--- config.mk ---
export PLATFORM = sky130hd
export DESIGN_NAME = cd_timer
export DESIGN_NICKNAME = d
export VERILOG_FILES = /design/src/rtl/cdt_pkg.sv /design/src/rtl/cdt_ticksel.sv /design/src/rtl/cdt_count.sv /design/src/rtl/cdt_irq.sv /design/src/rtl/cd_timer.sv
export SDC_FILE = /design/constraint.sdc
export NUM_CORES = 1
export LEC_CHECK = 0
export ABC_AREA = 1
export ABC_CLOCK_PERIOD_IN_PS = 1700
export BUFFER_PORTS_ARGS = -buffer_cell sky130_fd_sc_hd__buf_2
export CAP_MARGIN = 20
export CORE_AREA = 2 2 167 136
export DETAILED_ROUTE_END_ITERATION = 16
export DIE_AREA = 0 0 169 138
export MAX_ROUTING_LAYER = met4
export SYNTH_ARGS = -nofsm -noshare
export SYNTH_HDL_FRONTEND = slang
export SYNTH_HIERARCHICAL = 1
export SYNTH_SLANG_ARGS = --single-unit
--- constraint.sdc ---
create_clock -name clk_i -period 1.7 [get_ports clk_i]
set_input_delay 0.51 -clock clk_i [delete_from_list [all_inputs] [get_ports clk_i]]
set_output_delay 0.51 -clock clk_i [all_outputs]
set_load 0.01 [all_outputs]
--- src/rtl/cdt_pkg.sv ---
`timescale 1ns/1ps
package cdt_pkg;

    // Register offsets (byte addresses)
    localparam logic [7:0] OFF_LIMIT = 8'h00;
    localparam logic [7:0] OFF_COUNT = 8'h04;
    localparam logic [7:0] OFF_CTRL  = 8'h08;
    localparam logic [7:0] OFF_MASK  = 8'h48;
    localparam logic [7:0] OFF_ACK   = 8'h4C;
    localparam logic [7:0] OFF_RAW   = 8'h50;
    localparam logic [7:0] OFF_MSKD  = 8'h54;

    // Width of the tick-source select field and the first code that ticks
    localparam int unsigned SEL_W     = 3;
    localparam int unsigned SEL_FIRST = 4;

    typedef enum logic [1:0] {
        OP_LOAD = 2'd0,
        OP_STOP = 2'd1,
        OP_RUN  = 2'd2,
        OP_BAD  = 2'd3
    } op_e;

    // Packed so that op sits in bits [1:0] and sel in bits [4:2]
    typedef struct packed {
        logic [SEL_W-1:0] sel;
        op_e              op;
    } ctrl_t;

    localparam int unsigned CTRL_W = $bits(ctrl_t);

endpackage

--- src/rtl/cdt_ticksel.sv ---
`timescale 1ns/1ps
module cdt_ticksel #(
    parameter int unsigned NUM_SRC  = 4,
    parameter int unsigned SRC_STEP = 1
) (
    input  logic                      clk_i,
    input  logic                      rst_ni,
    input  logic [cdt_pkg::SEL_W-1:0] sel_i,
    output logic                      tick_o
);
    import cdt_pkg::*;

    localparam int unsigned SPAN  = (NUM_SRC - 1) * SRC_STEP;
    localparam int unsigned PRE_W = (SPAN > 0) ? SPAN : 1;

    typedef struct packed {
        logic [PRE_W-1:0] pre;
    } pre_st_t;

    pre_st_t st_d, st_q;

    always_comb begin
        st_d     = st_q;
        st_d.pre = st_q.pre + PRE_W'(1);
    end

    always_ff @(posedge clk_i or negedge rst_ni) begin
        if (!rst_ni) st_q <= '0;
        else         st_q <= st_d;
    end

    // Source g ticks once every 2**(g*SRC_STEP) cycles
    logic [NUM_SRC-1:0] src_tick;

    for (genvar g = 0; g < NUM_SRC; g++) begin : g_src
        if (g == 0) begin : g_every
            assign src_tick[g] = 1'b1;
        end else begin : g_div
            assign src_tick[g] = &st_q.pre[g*SRC_STEP-1:0];
        end
    end

    always_comb begin
        tick_o = 1'b0;
        for (int i = 0; i < NUM_SRC; i++) begin
            if (sel_i == SEL_W'(SEL_FIRST + i)) tick_o = src_tick[i];
        end
    end

endmodule

--- src/rtl/cdt_count.sv ---
`timescale 1ns/1ps
module cdt_count #(
    parameter int unsigned CNT_W = 32
) (
    input  logic             clk_i,
    input  logic             rst_ni,
    input  logic             lim_we_i,
    input  logic [CNT_W-1:0] wdata_i,
    input  logic             ctrl_we_i,
    input  cdt_pkg::op_e     op_i,
    input  logic             tick_i,
    output logic [CNT_W-1:0] count_o,
    output logic [CNT_W-1:0] limit_o,
    output logic             run_o,
    output logic             expire_o
);
    import cdt_pkg::*;

    typedef struct packed {
        logic [CNT_W-1:0] count;
        logic [CNT_W-1:0] limit;
        logic             run;
    } cnt_st_t;

    cnt_st_t st_d, st_q;

    always_comb begin
        st_d     = st_q;
        expire_o = 1'b0;
        if (lim_we_i) st_d.limit = wdata_i;
        if (ctrl_we_i) begin
            // control write wins over any tick this cycle
            case (op_i)
                OP_LOAD: st_d.count = st_q.limit;
                OP_STOP: st_d.run   = 1'b0;
                OP_RUN:  st_d.run   = 1'b1;
                default: ;
            endcase
        end else if (st_q.run && tick_i) begin
            if (st_q.count <= CNT_W'(1)) begin
                expire_o   = 1'b1;
                st_d.count = st_q.limit;
            end else begin
                st_d.count = st_q.count - CNT_W'(1);
            end
        end
    end

    always_ff @(posedge clk_i or negedge rst_ni) begin
        if (!rst_ni) st_q <= '0;
        else         st_q <= st_d;
    end

    assign count_o = st_q.count;
    assign limit_o = st_q.limit;
    assign run_o   = st_q.run;

endmodule

--- src/rtl/cdt_irq.sv ---
`timescale 1ns/1ps
module cdt_irq #(
    parameter int unsigned DATA_W  = 32,
    parameter int unsigned SRC_BIT = 0
) (
    input  logic              clk_i,
    input  logic              rst_ni,
    input  logic              expire_i,
    input  logic              mask_we_i,
    input  logic              ack_we_i,
    input  logic [DATA_W-1:0] wdata_i,
    output logic [DATA_W-1:0] pend_o,
    output logic [DATA_W-1:0] mask_o,
    output logic              irq_o
);

    typedef struct packed {
        logic [DATA_W-1:0] pend;
        logic [DATA_W-1:0] mask;
        logic              irq;
    } irq_st_t;

    irq_st_t st_d, st_q;

    always_comb begin
        st_d = st_q;
        if (mask_we_i) st_d.mask = wdata_i;
        if (ack_we_i)  st_d.pend = st_q.pend & ~wdata_i;
        // a fresh expiry overrides a clear in the same cycle
        if (expire_i)  st_d.pend[SRC_BIT] = 1'b1;
        st_d.irq = |(st_d.pend & st_d.mask);
    end

    always_ff @(posedge clk_i or negedge rst_ni) begin
        if (!rst_ni) st_q <= '0;
        else         st_q <= st_d;
    end

    assign pend_o = st_q.pend;
    assign mask_o = st_q.mask;
    assign irq_o  = st_q.irq;

endmodule

--- src/rtl/cd_timer.sv ---
`timescale 1ns/1ps
module cd_timer #(
    parameter int unsigned DATA_W   = 32,
    parameter int unsigned ADDR_W   = 8,
    parameter int unsigned NUM_SRC  = 4,
    parameter int unsigned SRC_STEP = 1
) (
    input  logic              clk_i,
    input  logic              rst_ni,
    input  logic [ADDR_W-1:0] addr_i,
    input  logic              we_i,
    input  logic [DATA_W-1:0] wdata_i,
    output logic [DATA_W-1:0] rdata_o,
    output logic              irq_o
);
    import cdt_pkg::*;

    // ---------------- address decode ----------------
    logic sel_limit, sel_count, sel_ctrl, sel_mask, sel_ack, sel_raw, sel_mskd;

    assign sel_limit = (addr_i == ADDR_W'(OFF_LIMIT));
    assign sel_count = (addr_i == ADDR_W'(OFF_COUNT));
    assign sel_ctrl  = (addr_i == ADDR_W'(OFF_CTRL));
    assign sel_mask  = (addr_i == ADDR_W'(OFF_MASK));
    assign sel_ack   = (addr_i == ADDR_W'(OFF_ACK));
    assign sel_raw   = (addr_i == ADDR_W'(OFF_RAW));
    assign sel_mskd  = (addr_i == ADDR_W'(OFF_MSKD));

    ctrl_t wr_ctrl;
    logic  ctrl_wr_ok;

    assign wr_ctrl    = ctrl_t'(wdata_i[CTRL_W-1:0]);
    assign ctrl_wr_ok = we_i && sel_ctrl && (wr_ctrl.op != OP_BAD);

    // ---------------- control register ----------------
    ctrl_t ctrl_d, ctrl_q;

    always_comb begin
        ctrl_d = ctrl_q;
        if (ctrl_wr_ok) ctrl_d = wr_ctrl;
    end

    always_ff @(posedge clk_i or negedge rst_ni) begin
        if (!rst_ni) ctrl_q <= '0;
        else         ctrl_q <= ctrl_d;
    end

    logic [SEL_W-1:0] cur_sel;
    assign cur_sel = ctrl_q.sel;

    // ---------------- tick source ----------------
    logic tick;

    cdt_ticksel #(
        .NUM_SRC (NUM_SRC),
        .SRC_STEP(SRC_STEP)
    ) u_ticksel (
        .clk_i (clk_i),
        .rst_ni(rst_ni),
        .sel_i (cur_sel),
        .tick_o(tick)
    );

    // ---------------- counter ----------------
    logic [DATA_W-1:0] cnt_count, cnt_limit;
    logic              cnt_run, cnt_expire;

    cdt_count #(
        .CNT_W(DATA_W)
    ) u_count (
        .clk_i    (clk_i),
        .rst_ni   (rst_ni),
        .lim_we_i (we_i && sel_limit),
        .wdata_i  (wdata_i),
        .ctrl_we_i(ctrl_wr_ok),
        .op_i     (wr_ctrl.op),
        .tick_i   (tick),
        .count_o  (cnt_count),
        .limit_o  (cnt_limit),
        .run_o    (cnt_run),
        .expire_o (cnt_expire)
    );

    // ---------------- interrupt state ----------------
    logic [DATA_W-1:0] irq_pend, irq_mask;

    cdt_irq #(
        .DATA_W (DATA_W),
        .SRC_BIT(0)
    ) u_irq (
        .clk_i    (clk_i),
        .rst_ni   (rst_ni),
        .expire_i (cnt_expire),
        .mask_we_i(we_i && sel_mask),
        .ack_we_i (we_i && sel_ack),
        .wdata_i  (wdata_i),
        .pend_o   (irq_pend),
        .mask_o   (irq_mask),
        .irq_o    (irq_o)
    );

    // ---------------- read mux ----------------
    always_comb begin
        rdata_o = '0;
        unique case (1'b1)
            sel_limit: rdata_o = cnt_limit;
            sel_count: rdata_o = cnt_count;
            sel_ctrl:  rdata_o = DATA_W'(ctrl_q);
            sel_mask:  rdata_o = irq_mask;
            sel_raw:   rdata_o = irq_pend;
            sel_mskd:  rdata_o = irq_pend & irq_mask;
            default:   rdata_o = '0;
        endcase
    end

endmodule

==> flow_metrics.env <==
export IMPL_area_growth_pct=46.0
export IMPL_slowest_delay_ns=0.16
export IMPL_clkLatencyLatePin_ns=0.43
export IMPL_ys_seq_elements=138
export IMPL_ctsRootBufferMaster="clkbuf_16"
export IMPL_cp_arrival_ns=1.70
export IMPL_syn_area_per_cell_um2=6.80
export IMPL_r2r_start="u_ticksel/st_q[0]"
export IMPL_r2r_slack_ns=-0.36
export IMPL_cts_sinks=138
export IMPL_setup_slack_ns=-0.512
export IMPL_finalCritPeriodShare=1.30
export IMPL_finalPower_uw=7950
export IMPL_core_area_um2=21900
export IMPL_initial_core_util=0.389
export IMPL_drtIter0Drc=963
export IMPL_drc=0
export IMPL_antenna_found_initial=0
export IMPL_power_density_nw_per_um2=637
export IMPL_io_pins=76
export IMPL_synthCells=1257
export IMPL_wire_per_inst_um=17.6
export IMPL_syn_nets=1306
export IMPL_design_area_um2=12500
export IMPL_clkTransAtPathRegs_ns=0.06
export IMPL_synth_edf_count=0
export IMPL_leakage_uw=0.00661
export IMPL_diodes=0
export IMPL_synthArstFlopShare=1.00
export IMPL_rsz0062_at_grt="true"
export IMPL_dr_pass1_iters=5
export IMPL_netlist_top_cells_area="dfrtp_1, nand2_1, nand3_1"
export IMPL_avgViaCountPerCell=5.23
export IMPL_netlist_area_um2=8540
export IMPL_dp_slack_ns=-0.723
export IMPL_nets=1526
export IMPL_cts_tree="yes"
export IMPL_critPathBufInv=6
export IMPL_cp_startpoint="addr_i[7]"
export IMPL_die_x_um=169
export IMPL_r2r_cells=16
export IMPL_crit_path_start_kind="primary input"
export IMPL_nFillCells=1976
export IMPL_cp_end_kind="output pin"
export IMPL_relSlewSlack=0.791
export IMPL_fin_crit_ns=2.21
export IMPL_drv_slew=0
export IMPL_cp_slowest_cell="buf_4"
export IMPL_worstHoldPathType="in -> reg"
export IMPL_drive_gt1_frac=0.335
export IMPL_gr_total_overflow=0
export IMPL_cp_max_fo=20
export IMPL_synth_ff_type="dfrtp_1"
export IMPL_path_delay_family="buffers and inverters"
export IMPL_fin_worst_skew_ns=0.0131
export IMPL_grt_total_usage=0.266
export IMPL_io_buffers=75
export IMPL_worstPathRequired_ns=1.19
export IMPL_ys_top_cells_by_count="nand2_1, nor2_1, dfrtp_1"
export IMPL_place_area_um2=10400
export IMPL_yosys_area_top_type="dfrtp_1"
export IMPL_htreeDepth=4
export IMPL_worstSetupPathDepth=12
export IMPL_hold_violations=0
export IMPL_setup_viol=66
export IMPL_grt_max_degree=65
export IMPL_r2r_end="u_irq/irq_o"
export IMPL_die_y_um=138
export IMPL_timing_critical_path_cells="buf_8 > inv_4 > nand2_4 > buf_6 > nor2_4 > buf_4 > nand2_8 > buf_12 > nor2_1 > nor2_1 > nand2_1 > buf_2"
export IMPL_ant_nets=0
export IMPL_vdd_ir_drop_max_mv=0.637
export IMPL_yosysMostFrequentCell="nand2_1"
export IMPL_die_area_um2=23300
export IMPL_num_rows=49
export IMPL_ys_seq_area_frac=0.404
export IMPL_grt_pass1_vias=8733
export IMPL_tightest_slew_ns=0.313
export IMPL_cts_buffer_depth=2
export IMPL_path_common_cell="nor2_1"
export IMPL_gp_congestion=0.885
export IMPL_path_class="in -> out"
export IMPL_cts_buffers_inserted=17
export IMPL_ys_warn_count=6
export IMPL_wirelength_um=31100
export IMPL_dpl_hpwl_um=19200
export IMPL_status="finished, violations left"
export IMPL_grt_first_pass_wirelength_um=46600
export IMPL_violations="negative setup slack"
export IMPL_vias=9258
export IMPL_netlist_area_leader_share=0.404
export IMPL_synth_cell_type_count=35
export IMPL_endpoint="rdata_o[12]"
export IMPL_max_freq_ghz=0.452
export IMPL_max_cap_viol_count=0
## layout by cell type (no fill, tap or decap), types with 12 or more instances in the layout
cell type,netlist,final
nand2_1,508,438
dfrtp_1,138,138
nor2_1,147,118
buf_4,3,111
inv_1,115,106
nand3_1,129,84
nand2_2,24,72
buf_2,16,56
nand3_2,0,39
o21ai_0,41,36
buf_6,17,34
a21boi_0,25,25
nand2_4,5,24
nor2_2,4,24
buf_12,0,24
clkbuf_16,0,22
nor2_4,8,17
xor2_1,12,12
## flip-flops by register name (all words and copies together), names as in the netlist
name	cells
ctrl_q	2
u_irq/irq_o	1
cur_sel	3
u_ticksel/st_q	3
u_count/count_o	32
u_count/limit_o	32
u_irq/mask_o	32
u_count/run_o	1
u_irq/pend_o	32
## worst min path at each step
stage	from	to	slack, ns	depth (start not counted)
2_1_floorplan	rst_ni	ctrl_q[0]	0.21	0
3_3_place_gp	rst_ni	u_count/limit_o[22]	0.39	1
3_5_place_dp	rst_ni	u_count/limit_o[24]	0.40	1
4_1_cts	wdata_i[9]	u_irq/pend_o[9]	0.29	2
5_1_grt	wdata_i[13]	u_irq/pend_o[13]	0.32	2
6_report	wdata_i[9]	u_irq/pend_o[9]	0.32	2
## report_power, final
part | switching [uW] | internal, uW | leakage (uW)
registers | 95.9 | 3410 | 0.00169
clock network | 1690 | 1920 | 0.000275
logic | 490 | 332 | 0.00465
## stage by stage
stage | utilization | TNS [ns] | instances | hold WS [ns]
2_1_floorplan | - | -8.04 | 1257 | 0.214
3_3_place_gp | 0.474 | -37.84 | 1693 | 0.391
3_5_place_dp | 0.474 | -42.08 | 1693 | 0.397
4_1_cts | 0.542 | -16.30 | 1758 | 0.293
5_1_grt | 0.568 | -22.86 | 1770 | 0.316
6_report | 0.568 | -19.10 | 1770 | 0.317
## per-layer routing
metal,up-vias,track usage,part of all wire
met5,-,-,0
met4,0,0.0742,0.022
met3,68,0.0481,0.082
met2,388,0.403,0.46
met1,4433,0.366,0.44
li1,4369,-,-
## logic make-up after synthesis
logic type | share of synthesized area
compound gates | 0.0605
simple gates | 0.420
fa+ha+maj | 0.00879
flops | 0.404
buf+inv | 0.0936
xor+xnor | 0.0133
## area by class of cell
class	count	area [um^2]	area share
clock buffer	17	425	0.0341
clock inverter	15	130	0.0104
inverter	120	544	0.0436
multi-input combinational	956	5190	0.416
sequential	138	3450	0.277
tap	280	350	0.0281
timing repair buffer	244	2380	0.191
## what timing repair did
item	in CTS	in global routing
buffers inserted	17	11
pin swaps	32	48
endpoints found under the setup margin	65	65
endpoints found under the hold margin	20	0
hold buffers	1	0
gates cloned	15	6
resized for setup	125	118
## worst reg2reg max path, cell delays in order, from the launching register on
cell	delay [ns]
dfrtp_1	0.38
ha_2	0.18
ha_1	0.17
nand2_1	0.06
nand2_1	0.04
nor2_1	0.13
nor2_2	0.07
nand3_4	0.13
nor2_4	0.04
inv_1	0.05
nand2_1	0.05
nand2_1	0.07
nand2_1	0.06
nor2_1	0.13
nand2_1	0.13
nor2_2	0.19
nand2_1	0.07
(Power assumes the default switching activity.)
